$ cat src/rtl/nvmws_pkg.sv
package nvmws_pkg;

  typedef enum logic [1:0] {
    OP_PROG = 2'd0,
    OP_SECT = 2'd1,
    OP_BLK  = 2'd2,
    OP_CHIP = 2'd3
  } nvm_op_e;

  typedef enum logic [2:0] {
    PH_IDLE,
    PH_WSET,
    PH_WLOW,
    PH_WHIGH,
    PH_RTURN,
    PH_RACC,
    PH_RREC
  } bus_ph_e;

  localparam logic [31:0] UNLK_HI = 32'h0000_5555;
  localparam logic [31:0] UNLK_LO = 32'h0000_2AAA;

  // round a duration up to whole clock cycles, never below one
  function automatic int ns_to_cycles(input int ns, input int period_ns);
    int c;
    c = (ns + period_ns - 1) / period_ns;
    return (c < 1) ? 1 : c;
  endfunction

  function automatic int max_of4(input int a, input int b, input int c, input int d);
    int m;
    m = a;
    if (b > m) m = b;
    if (c > m) m = c;
    if (d > m) m = d;
    return m;
  endfunction

  function automatic logic [2:0] seq_len(input nvm_op_e op);
    return (op == OP_PROG) ? 3'd4 : 3'd6;
  endfunction

  function automatic logic [31:0] clear_low(input logic [31:0] a, input int lsb);
    return a & ~((32'd1 << lsb) - 32'd1);
  endfunction

  function automatic logic [31:0] seq_addr(input nvm_op_e op, input logic [2:0] idx,
                                           input logic [31:0] tgt, input int sect_lsb,
                                           input int blk_lsb);
    logic [31:0] r;
    case (idx)
      3'd1, 3'd4: r = UNLK_LO;
      3'd3:       r = (op == OP_PROG) ? tgt : UNLK_HI;
      3'd5: begin
        case (op)
          OP_SECT: r = clear_low(tgt, sect_lsb);
          OP_BLK:  r = clear_low(tgt, blk_lsb);
          default: r = UNLK_HI;
        endcase
      end
      default:    r = UNLK_HI;
    endcase
    return r;
  endfunction

  function automatic logic [31:0] seq_data(input nvm_op_e op, input logic [2:0] idx,
                                           input logic [31:0] wdata);
    logic [31:0] r;
    case (idx)
      3'd0:    r = 32'h0000_00AA;
      3'd1:    r = 32'h0000_0055;
      3'd2:    r = (op == OP_PROG) ? 32'h0000_00A0 : 32'h0000_0080;
      3'd3:    r = (op == OP_PROG) ? wdata : 32'h0000_00AA;
      3'd4:    r = 32'h0000_0055;
      default: begin
        case (op)
          OP_SECT: r = 32'h0000_0030;
          OP_BLK:  r = 32'h0000_0050;
          default: r = 32'h0000_0010;
        endcase
      end
    endcase
    return r;
  endfunction

endpackage

$ cat src/rtl/nvmws_bus_engine.sv
module nvmws_bus_engine
  import nvmws_pkg::*;
#(
  parameter int AW          = 19,
  parameter int DW          = 16,
  parameter int WE_LOW_CYC  = 13,
  parameter int WE_HIGH_CYC = 8,
  parameter int RD_CYC      = 18
) (
  input  logic          clk,
  input  logic          rst_n,
  input  logic          go,
  input  logic          go_rd,
  input  logic [AW-1:0] go_addr,
  input  logic [DW-1:0] go_data,
  output logic          bus_ce_n,
  output logic          bus_we_n,
  output logic          bus_oe_n,
  output logic [AW-1:0] bus_addr,
  output logic [DW-1:0] bus_dq_o,
  output logic          bus_dq_oe,
  input  logic [DW-1:0] bus_dq_i,
  output logic          cyc_done,
  output logic          rd_valid,
  output logic [DW-1:0] rd_word
);

  localparam int MAXC = max_of4(WE_LOW_CYC, WE_HIGH_CYC, RD_CYC, 1);
  localparam int CW   = (MAXC < 2) ? 1 : $clog2(MAXC + 1);

  bus_ph_e       ph_q;
  logic [CW-1:0] cnt_q;
  logic [AW-1:0] addr_q;
  logic [DW-1:0] data_q;

  always_ff @(posedge clk or negedge rst_n) begin
    if (!rst_n) begin
      ph_q    <= PH_IDLE;
      cnt_q   <= '0;
      addr_q  <= '0;
      data_q  <= '0;
      rd_word <= '0;
    end else begin
      case (ph_q)
        PH_IDLE: begin
          if (go) begin
            addr_q <= go_addr;
            data_q <= go_data;
            ph_q   <= go_rd ? PH_RTURN : PH_WSET;
          end
        end
        PH_WSET: begin
          ph_q  <= PH_WLOW;
          cnt_q <= CW'(WE_LOW_CYC - 1);
        end
        PH_WLOW: begin
          if (cnt_q == '0) begin
            ph_q  <= PH_WHIGH;
            cnt_q <= CW'(WE_HIGH_CYC - 1);
          end else begin
            cnt_q <= cnt_q - 1'b1;
          end
        end
        PH_WHIGH: begin
          if (cnt_q == '0) ph_q <= PH_IDLE;
          else             cnt_q <= cnt_q - 1'b1;
        end
        PH_RTURN: begin
          ph_q  <= PH_RACC;
          cnt_q <= CW'(RD_CYC - 1);
        end
        PH_RACC: begin
          if (cnt_q == '0) begin
            rd_word <= bus_dq_i;
            ph_q    <= PH_RREC;
          end else begin
            cnt_q <= cnt_q - 1'b1;
          end
        end
        PH_RREC: ph_q <= PH_IDLE;
        default: ph_q <= PH_IDLE;
      endcase
    end
  end

  // pins decoded from the registered phase
  assign bus_ce_n  = !(ph_q inside {PH_WSET, PH_WLOW, PH_WHIGH, PH_RTURN, PH_RACC});
  assign bus_we_n  = (ph_q != PH_WLOW);
  assign bus_oe_n  = (ph_q != PH_RACC);
  assign bus_dq_oe = (ph_q inside {PH_WSET, PH_WLOW, PH_WHIGH});
  assign bus_addr  = addr_q;
  assign bus_dq_o  = data_q;

  assign cyc_done = ((ph_q == PH_WHIGH) && (cnt_q == '0)) || (ph_q == PH_RREC);
  assign rd_valid = (ph_q == PH_RREC);

endmodule

$ cat src/rtl/nvmws_poll_judge.sv
module nvmws_poll_judge #(
  parameter int TW = 12
) (
  input  logic          clk,
  input  logic          rst_n,
  input  logic          clr,
  input  logic          smp,
  input  logic          bit_in,
  input  logic [TW-1:0] limit,
  output logic          confirmed,
  output logic          expired
);

  logic          have_q;
  logic          prev_q;
  logic [1:0]    agree_q;
  logic [TW-1:0] reads_q;
  logic          same;

  assign same = have_q && (bit_in == prev_q);

  always_ff @(posedge clk or negedge rst_n) begin
    if (!rst_n) begin
      have_q  <= 1'b0;
      prev_q  <= 1'b0;
      agree_q <= '0;
      reads_q <= '0;
    end else if (clr) begin
      have_q  <= 1'b0;
      agree_q <= '0;
      reads_q <= '0;
    end else if (smp) begin
      reads_q <= reads_q + 1'b1;
      if (!have_q) begin
        have_q  <= 1'b1;
        prev_q  <= bit_in;
        agree_q <= '0;
      end else if (same) begin
        agree_q <= (agree_q == 2'd3) ? agree_q : agree_q + 1'b1;
      end else begin
        prev_q  <= bit_in;
        agree_q <= '0;
      end
    end
  end

  // pair found earlier, this sample is the second confirming read
  assign confirmed = smp && same && (agree_q == 2'd2);
  assign expired   = smp && ((TW+1)'(reads_q) + (TW+1)'(1) >= (TW+1)'(limit));

endmodule

$ cat src/rtl/nvm_write_seq.sv
module nvm_write_seq
  import nvmws_pkg::*;
#(
  parameter int AW            = 19,
  parameter int DW            = 16,
  parameter int CLK_PERIOD_NS = 4,
  parameter int WE_LOW_NS     = 50,
  parameter int WE_HIGH_NS    = 30,
  parameter int RD_ACCESS_NS  = 70,
  parameter int SECT_LSB      = 11,
  parameter int BLK_LSB       = 15,
  parameter int POLL_BIT      = 6,
  parameter int TMO_PROG      = 4096,
  parameter int TMO_SECT      = 65536,
  parameter int TMO_BLK       = 65536,
  parameter int TMO_CHIP      = 262144
) (
  input  logic          clk,
  input  logic          rst_n,
  input  logic          req_valid,
  output logic          req_ready,
  input  logic [1:0]    req_op,
  input  logic [AW-1:0] req_addr,
  input  logic [DW-1:0] req_data,
  output logic          done_valid,
  output logic          done_err,
  output logic          fl_ce_n,
  output logic          fl_we_n,
  output logic          fl_oe_n,
  output logic [AW-1:0] fl_addr,
  output logic [DW-1:0] fl_dq_o,
  output logic          fl_dq_oe,
  input  logic [DW-1:0] fl_dq_i
);

  localparam int WE_LOW_CYC  = ns_to_cycles(WE_LOW_NS, CLK_PERIOD_NS);
  localparam int WE_HIGH_CYC = ns_to_cycles(WE_HIGH_NS, CLK_PERIOD_NS);
  localparam int RD_CYC      = ns_to_cycles(RD_ACCESS_NS, CLK_PERIOD_NS);
  localparam int TMO_MAX     = max_of4(TMO_PROG, TMO_SECT, TMO_BLK, TMO_CHIP);
  localparam int TW          = $clog2(TMO_MAX + 1);

  typedef enum logic [1:0] {S_IDLE, S_WR, S_RD, S_FIN} seq_st_e;

  seq_st_e       st_q;
  nvm_op_e       op_q;
  logic [AW-1:0] addr_q;
  logic [DW-1:0] data_q;
  logic [2:0]    step_q;
  logic          err_q;

  // named internal events
  logic          accept;
  logic          last_write;
  logic          cyc_done;
  logic          rd_valid;
  logic [DW-1:0] rd_word;
  logic          poll_ok;
  logic          poll_tmo;
  logic [TW-1:0] tmo_limit;
  logic [31:0]   cmd_a32;
  logic [31:0]   cmd_d32;
  logic          eng_go;
  logic          eng_rd;
  logic [AW-1:0] eng_addr;
  logic [DW-1:0] eng_data;

  assign accept     = (st_q == S_IDLE) && req_valid;
  assign last_write = (step_q == seq_len(op_q) - 3'd1);

  assign cmd_a32 = seq_addr(op_q, step_q, 32'(addr_q), SECT_LSB, BLK_LSB);
  assign cmd_d32 = seq_data(op_q, step_q, 32'(data_q));

  always_comb begin
    case (op_q)
      OP_PROG: tmo_limit = TW'(TMO_PROG);
      OP_SECT: tmo_limit = TW'(TMO_SECT);
      OP_BLK:  tmo_limit = TW'(TMO_BLK);
      default: tmo_limit = TW'(TMO_CHIP);
    endcase
  end

  assign eng_go   = (st_q == S_WR) || (st_q == S_RD);
  assign eng_rd   = (st_q == S_RD);
  assign eng_addr = eng_rd ? addr_q : cmd_a32[AW-1:0];
  assign eng_data = cmd_d32[DW-1:0];

  always_ff @(posedge clk or negedge rst_n) begin
    if (!rst_n) begin
      st_q   <= S_IDLE;
      op_q   <= OP_PROG;
      addr_q <= '0;
      data_q <= '0;
      step_q <= '0;
      err_q  <= 1'b0;
    end else begin
      case (st_q)
        S_IDLE: begin
          if (accept) begin
            op_q   <= nvm_op_e'(req_op);
            addr_q <= req_addr;
            data_q <= req_data;
            step_q <= '0;
            st_q   <= S_WR;
          end
        end
        S_WR: begin
          if (cyc_done) begin
            if (last_write) st_q <= S_RD;
            else            step_q <= step_q + 3'd1;
          end
        end
        S_RD: begin
          if (cyc_done && rd_valid) begin
            if (poll_ok) begin
              err_q <= 1'b0;
              st_q  <= S_FIN;
            end else if (poll_tmo) begin
              err_q <= 1'b1;
              st_q  <= S_FIN;
            end
          end
        end
        default: st_q <= S_IDLE;
      endcase
    end
  end

  assign req_ready  = (st_q == S_IDLE);
  assign done_valid = (st_q == S_FIN);
  assign done_err   = err_q;

  nvmws_bus_engine #(
    .AW(AW), .DW(DW),
    .WE_LOW_CYC(WE_LOW_CYC), .WE_HIGH_CYC(WE_HIGH_CYC), .RD_CYC(RD_CYC)
  ) u_eng (
    .clk(clk), .rst_n(rst_n),
    .go(eng_go), .go_rd(eng_rd), .go_addr(eng_addr), .go_data(eng_data),
    .bus_ce_n(fl_ce_n), .bus_we_n(fl_we_n), .bus_oe_n(fl_oe_n),
    .bus_addr(fl_addr), .bus_dq_o(fl_dq_o), .bus_dq_oe(fl_dq_oe), .bus_dq_i(fl_dq_i),
    .cyc_done(cyc_done), .rd_valid(rd_valid), .rd_word(rd_word)
  );

  nvmws_poll_judge #(.TW(TW)) u_judge (
    .clk(clk), .rst_n(rst_n),
    .clr(accept),
    .smp((st_q == S_RD) && rd_valid),
    .bit_in(rd_word[POLL_BIT]),
    .limit(tmo_limit),
    .confirmed(poll_ok),
    .expired(poll_tmo)
  );

endmodule

$ cat config.mk
export PLATFORM = sky130hd
export DESIGN_NAME = nvm_write_seq
export DESIGN_NICKNAME = d
export VERILOG_FILES = /design/src/rtl/nvmws_pkg.sv /design/src/rtl/nvmws_bus_engine.sv /design/src/rtl/nvmws_poll_judge.sv /design/src/rtl/nvm_write_seq.sv
export SDC_FILE = /design/constraint.sdc
export NUM_CORES = 1
export LEC_CHECK = 0
export CORE_ASPECT_RATIO = 1.75
export CORE_MARGIN = 2
export CORE_UTILIZATION = 60
export CTS_CLUSTER_DIAMETER = 30
export CTS_CLUSTER_SIZE = 8
export DETAILED_ROUTE_END_ITERATION = 10
export PLACE_DENSITY_LB_ADDON = 0.25
export SKIP_LAST_GASP = 1
export SYNTH_ARGS = -nofsm -noshare
export SYNTH_HDL_FRONTEND = slang
export SYNTH_HIERARCHICAL = 1
export SYNTH_SLANG_ARGS = --single-unit
$ cat constraint.sdc
create_clock -name clk -period 9.97 [get_ports clk]
set_input_delay 1.4955 -clock clk [delete_from_list [all_inputs] [get_ports clk]]
set_output_delay 1.4955 -clock clk [all_outputs]
set_load 0.02 [all_outputs]
[Word level (Yosys, flattened, before mapping)]
Cells that the tools add are included.
Word-level totals
  bits in registers: 116
  latch bits: 0
  RAM bits: 0
  bits in read-only memories: 0
  input port bits: 56
  output and inout bits: 42
  memories kept: 0
Operators by class
  add/sub/neg operators: 6
  multiply operators: 0
  divide/modulo/power cells: 0
  order comparisons: 1
  equal/unequal tests: 35
  shifts and indexed selects: 0
  muxes and demuxes: 43
  bitwise gates (word level): 1
  reduce and logical (&&, ||, !) cells: 35
Operators with widths (number)
  2-to-1 mux 19 bit: 4
  case mux 19 bit (2 select lines): 2
  case mux 16 bit (4 select lines): 1
  case mux 19 bit (3 select lines): 1
  2-to-1 mux 2 bit: 12
  2-to-1 mux 3 bit: 8
  adder 19 x 1 -> 20 bit (second input constant): 1
  >= comparator 20 x 19 -> 1 bit: 1
  case mux 5 bit (4 select lines): 1
  adder 19 x 1 -> 19 bit (second input constant): 1
  case mux 3 bit (6 select lines): 1
  2-to-1 mux 16 bit: 1
  == test 3 bit (second input constant): 5
  case mux 7 bit (2 select lines): 1
  == test 3 x 2 -> 1 bit (second input constant): 4
  != test 2 bit (second input constant): 6
  == test 2 bit (second input constant): 5
  2-to-1 mux 5 bit: 2
  != test 2 x 1 -> 1 bit (second input constant): 5
  AND reduction 2 bit: 5
  logical AND 1 bit: 8
  AND reduction 4 bit: 2
  == test 3 x 1 -> 1 bit (second input constant): 2
  logical NOT 3 bit: 2
  other kinds (26): 40

[Depth between registers and ports, before layout]
  word-level depth: 9
  depth in mapped cells: 15
  mapped depth without buffers: 15

[Cells and area by module]
Netlist, hierarchy kept.
Modules (own cells, without submodules)
  nvmws_bus_engine: times used 1, cells an instance 183, area an instance 2697.6 µm², sequential area each 1476.4 µm²
  nvm_write_seq: times used 1, cells an instance 235, area an instance 2474.9 µm², sequential area each 1076.0 µm²
  nvmws_poll_judge: times used 1, cells an instance 219, area an instance 1884.3 µm², sequential area each 575.6 µm²

[Worst setup path before layout]
OpenSTA, ideal clock, no wires.
  kind: flip-flop to flip-flop
  start: register u_judge.reads_q[0]
  end: register st_q[1]
  setup time: 0.125 ns
  arrival: 3.128 ns
  data required time: 9.845 ns
  setup slack: 6.717 ns
  stages on the path, launching flop included: 16
  buffers on the path: 0
  clock period less this slack: 3.253 ns
  cells stage by stage: dfrtp_1 > ha_1 > nand3_1 > nor3_4 > and3_1 > nand3_1 > xnor2_1 > ha_1 > and4_1 > nand3_1 > nor2_1 > a21oi_1 > nand3_1 > o211ai_1 > a221o_1 > mux2_4
On the way
  word-level cells in the longest chain between the ends: 5
RTL lines
  from (decl): RTL line nvmws_poll_judge.sv:17  | logic [TW-1:0] reads_q;
  from (signal assigned): RTL line nvmws_poll_judge.sv:33  | reads_q <= reads_q + 1'b1;
  adder 19 x 1 -> 20 bit: RTL line nvmws_poll_judge.sv:49  | assign expired = smp && ((TW+1)'(reads_q) + (TW+1)'(1) >= (TW+1)'(limit));
  >= comparator 20 x 19 -> 1 bit: RTL line nvmws_poll_judge.sv:49
  logical AND 1 bit: RTL line nvmws_poll_judge.sv:49
  named net poll_tmo: RTL line nvm_write_seq.sv:58  | logic poll_tmo;
  != test 3 bit (no line)
  AND reduction 5 bit (no line)
  to (signal assigned): RTL line nvm_write_seq.sv:89  | st_q <= S_IDLE;
  to (signal assigned): RTL line nvm_write_seq.sv:103  | st_q <= S_WR;
  to (signal assigned): RTL line nvm_write_seq.sv:108  | if (last_write) st_q <= S_RD;
  to (decl): RTL line nvm_write_seq.sv:44  | seq_st_e st_q;
The timed path passes the listed nets, and every way through them passes these cells.
A chain may end at the register's enable or synchronous reset.

[Worst setup path in the final report]
Ends and elaborated chain as after synthesis.

==> impl_metrics.csv <==
group,metric,value,unit
clock_tree,clock_sinks,110,
clock_tree,cts_buffer_depth,2,
clock_tree,cts.repair.resized,0,
drt,avgRoutedWirePerCell,17.5,um
drt,ant_nets,0,
global_routing,gr-usage-all-layers,26.2,%
power_and_ir_drop,peakVddDrop,0.100,mV
yosys,synth_cells,607,
clock_tree,root_buffer,"clkbuf_16",
drt,drt_iter0_drc,202,
worst_setup_path,crit_path_cell_trace,"ha_1 > nand3_1 > nor3_4 > and3_1 > nand3_1 > xnor2_1 > ha_1 > and4_1 > nand3_1 > nor2_1 > a21oi_1 > nand3_1 > o211ai_1 > a221o_1 > mux2_4",
worst_setup_path,critPathLaunchType,"flip-flop",
power_and_ir_drop,power,0.000851,W
yosys,synth.cell_area,6480,um2
drt,vias,4732,
placed_design,dp_slack,6.33,ns
cells_and_area,multi_input_area,3440,um2
yosys,synth.avg_cell_area,10.7,um2
timing,fin_crit_sh,37.4,%
global_routing,grt_overflow,0,
global_routing,grt_pass1_wl,23900,um
timing,timing.fmax,268,MHz
cells_and_area,final_util,72.2,%
cells_and_area,seq_area,2750,um2
cells_and_area,fin_cells,823,
clock_tree,clk_latency,0.35,ns
worst_setup_path,cpMostUsedCell,"nand3_1",
die,die_w,82.6,um
die,row_count,50,
drt,drc,0,
run_status,run_status,"completed",
placed_design,placedCellCount,807,
clock_tree,cts_buffers,9,
placed_design,port-buffer-count,82,
timing,slew_viol_final,0,
worst_setup_path,cp.arrival,3.97,ns
drt,routed_via_density,5.75,
cells_and_area,layout-drive-gt1-share,15.0,%
cells_and_area,fillers,752,
timing,min_period,3.73,ns
clock_tree,clk_pin_slew_worst_paths,0.07,ns
worst_setup_path,cp_num_buf_inv,0,
global_routing,antenna_found_initial,0,
placed_design,finalWeightedCongestion,0.892,
worst_setup_path,crit_family,"simple AND/OR/NAND/NOR gates",
cells_and_area,diodes,0,
die,start_util,60.9,%
worst_setup_path,cp_slowest_cell,"dfrtp_1",
yosys,synth_warnings,6,
timing,rsz0062_at_grt,"no",
global_routing,grt_max_degree,74,
worst_setup_path,critPathKind,"flip-flop to flip-flop",
timing,hold_viol,0,
worst_setup_path,critPathMaxStageDelay,0.43,ns
cells_and_area,syn2layout_area_growth,18.4,%
clock_tree,cts_tree,"done",
job,max-cap-violations,0,
cells_and_area,nets,785,
placed_design,dp_hpwl,10300,um
clock_tree,hold_buffers,0,
worst_setup_path,crit_fanout,8,
clock_tree,cts_setup_buffers,0,
timing,finalSetupTns,0,ns
die,io_pins,98,
timing,finClkSkew,0.00696,ns
timing,setup_slack,6.24,ns
worst_setup_path,critPathRequiredTime,10.21,ns
drt,drtPass1Iterations,4,
global_routing,grt_pass1_vias,5010,
power_and_ir_drop,powerDensity,111,nW/um2
worst_setup_path,crit_path_end_kind,"flip-flop",
timing,maxSlewHeadroom,22.4,%
timing,worst_pin_slew,1.16,ns
drt,drt-total-wl,14400,um
die,coreArea,10600,um2
timing,setup_violations,0,
die,chipHeight,141,um
min_path,min_path_type,"flip-flop to flip-flop",
power_and_ir_drop,p_leak,3.56,nW
die,dieArea,11700,um2
clock_tree,htreeDepth,3,
-- stage by stage --
step                      instance area (um2)  hold WS, ns
after floorplan                          6540        0.466
after global placement                   7360        0.479
after detailed placement                 7360        0.493
after CTS                                7670        0.509
after global routing                     7670        0.536
final                                    7670        0.509
-- cells in the final DEF, fill, tap and decap left out, drive strengths merged, types with 3 or more instances in the layout --
| master | n |
|---|---|
| or3 | 4 |
| a31o | 4 |
| nor3b | 3 |
| o211ai | 4 |
| and4 | 4 |
| mux2 | 69 |
| a31oi | 3 |
| a221oi | 7 |
| mux2i | 3 |
| xor2 | 21 |
| xnor2 | 12 |
| clkdlybuf4s50 | 81 |
| conb | 16 |
| nor2b | 8 |
| a221o | 3 |
| o21bai | 11 |
| nand2b | 6 |
| nand2 | 46 |
| a21o | 9 |
| nand3 | 18 |
| nand4 | 11 |
| nor2 | 43 |
| clkbuf | 10 |
| nand3b | 3 |
| inv | 45 |
| and3 | 16 |
| dfrtp | 110 |
| nor4 | 3 |
| a21oi | 16 |
| ha | 41 |
| nor3 | 4 |
| and2 | 6 |
| buf | 4 |
| o21ai | 18 |
-- final timing paths --
check                      slack, ns  depth (start not counted)                           start                        endpoint
max in group asynchronous       7.56                          2                           rst_n          addr_q[12]$_DFFE_PN0P_
hold reg to reg                 0.51                          1           data_q[1]$_DFFE_PN0P_           data_q[1]$_DFFE_PN0P_
setup reg to reg                6.24                         15  u_judge/reads_q[0]$_DFFE_PN0P_             st_q[1]$_DFFE_PN0P_
setup / recovery                6.24                         15  u_judge/reads_q[0]$_DFFE_PN0P_             st_q[1]$_DFFE_PN0P_
min in group asynchronous       1.10                          1                           rst_n  u_eng/bus_addr[18]$_DFFE_PN0P_
hold / removal                  0.51                          1           data_q[1]$_DFFE_PN0P_           data_q[1]$_DFFE_PN0P_
-- routing by layer --
metal | vias to the layer above | track usage (%) | share of wire [%]
met3 | 23 | 3.82 | 3.4
met5 | - | 0 | 0
met1 | 2339 | 30.0 | 38
li1 | 2261 | - | -
met4 | 0 | 9.40 | 2.2
met2 | 109 | 48.0 | 56
-- sequential cells by signal, summed over array words and instances, names as in the netlist --
| signal | cells |
|---|---|
| addr_q | 19 |
| data_q | 16 |
| done_err | 1 |
| op_q | 2 |
| st_q | 2 |
| step_q | 3 |
| u_eng/bus_addr | 19 |
| u_eng/bus_dq_o | 16 |
| u_eng/cnt_q | 5 |
| u_eng/ph_q | 3 |
| u_eng/rd_word | 1 |
| u_judge/agree_q | 2 |
| u_judge/have_q | 1 |
| u_judge/prev_q | 1 |
| u_judge/reads_q | 19 |
-- power breakdown --
group          internal [W]  total [W]  switching [W]
combinational     0.0000162  0.0000315      0.0000153
clock              0.000204   0.000374       0.000170
sequential         0.000446   0.000446              0
total              0.000666   0.000851       0.000185
-- layout make-up --
class                           count  area share, %
Clock inverter                      6          0.913
Inverter                           44           2.15
Clock buffer                       10           3.11
Timing Repair Buffer               85           11.0
Sequential cell                   110           35.9
Tap cell                          130           2.12
Multi-Input combinational cell    438           44.9
No activity file was read; power rests on OpenSTA's default activity.
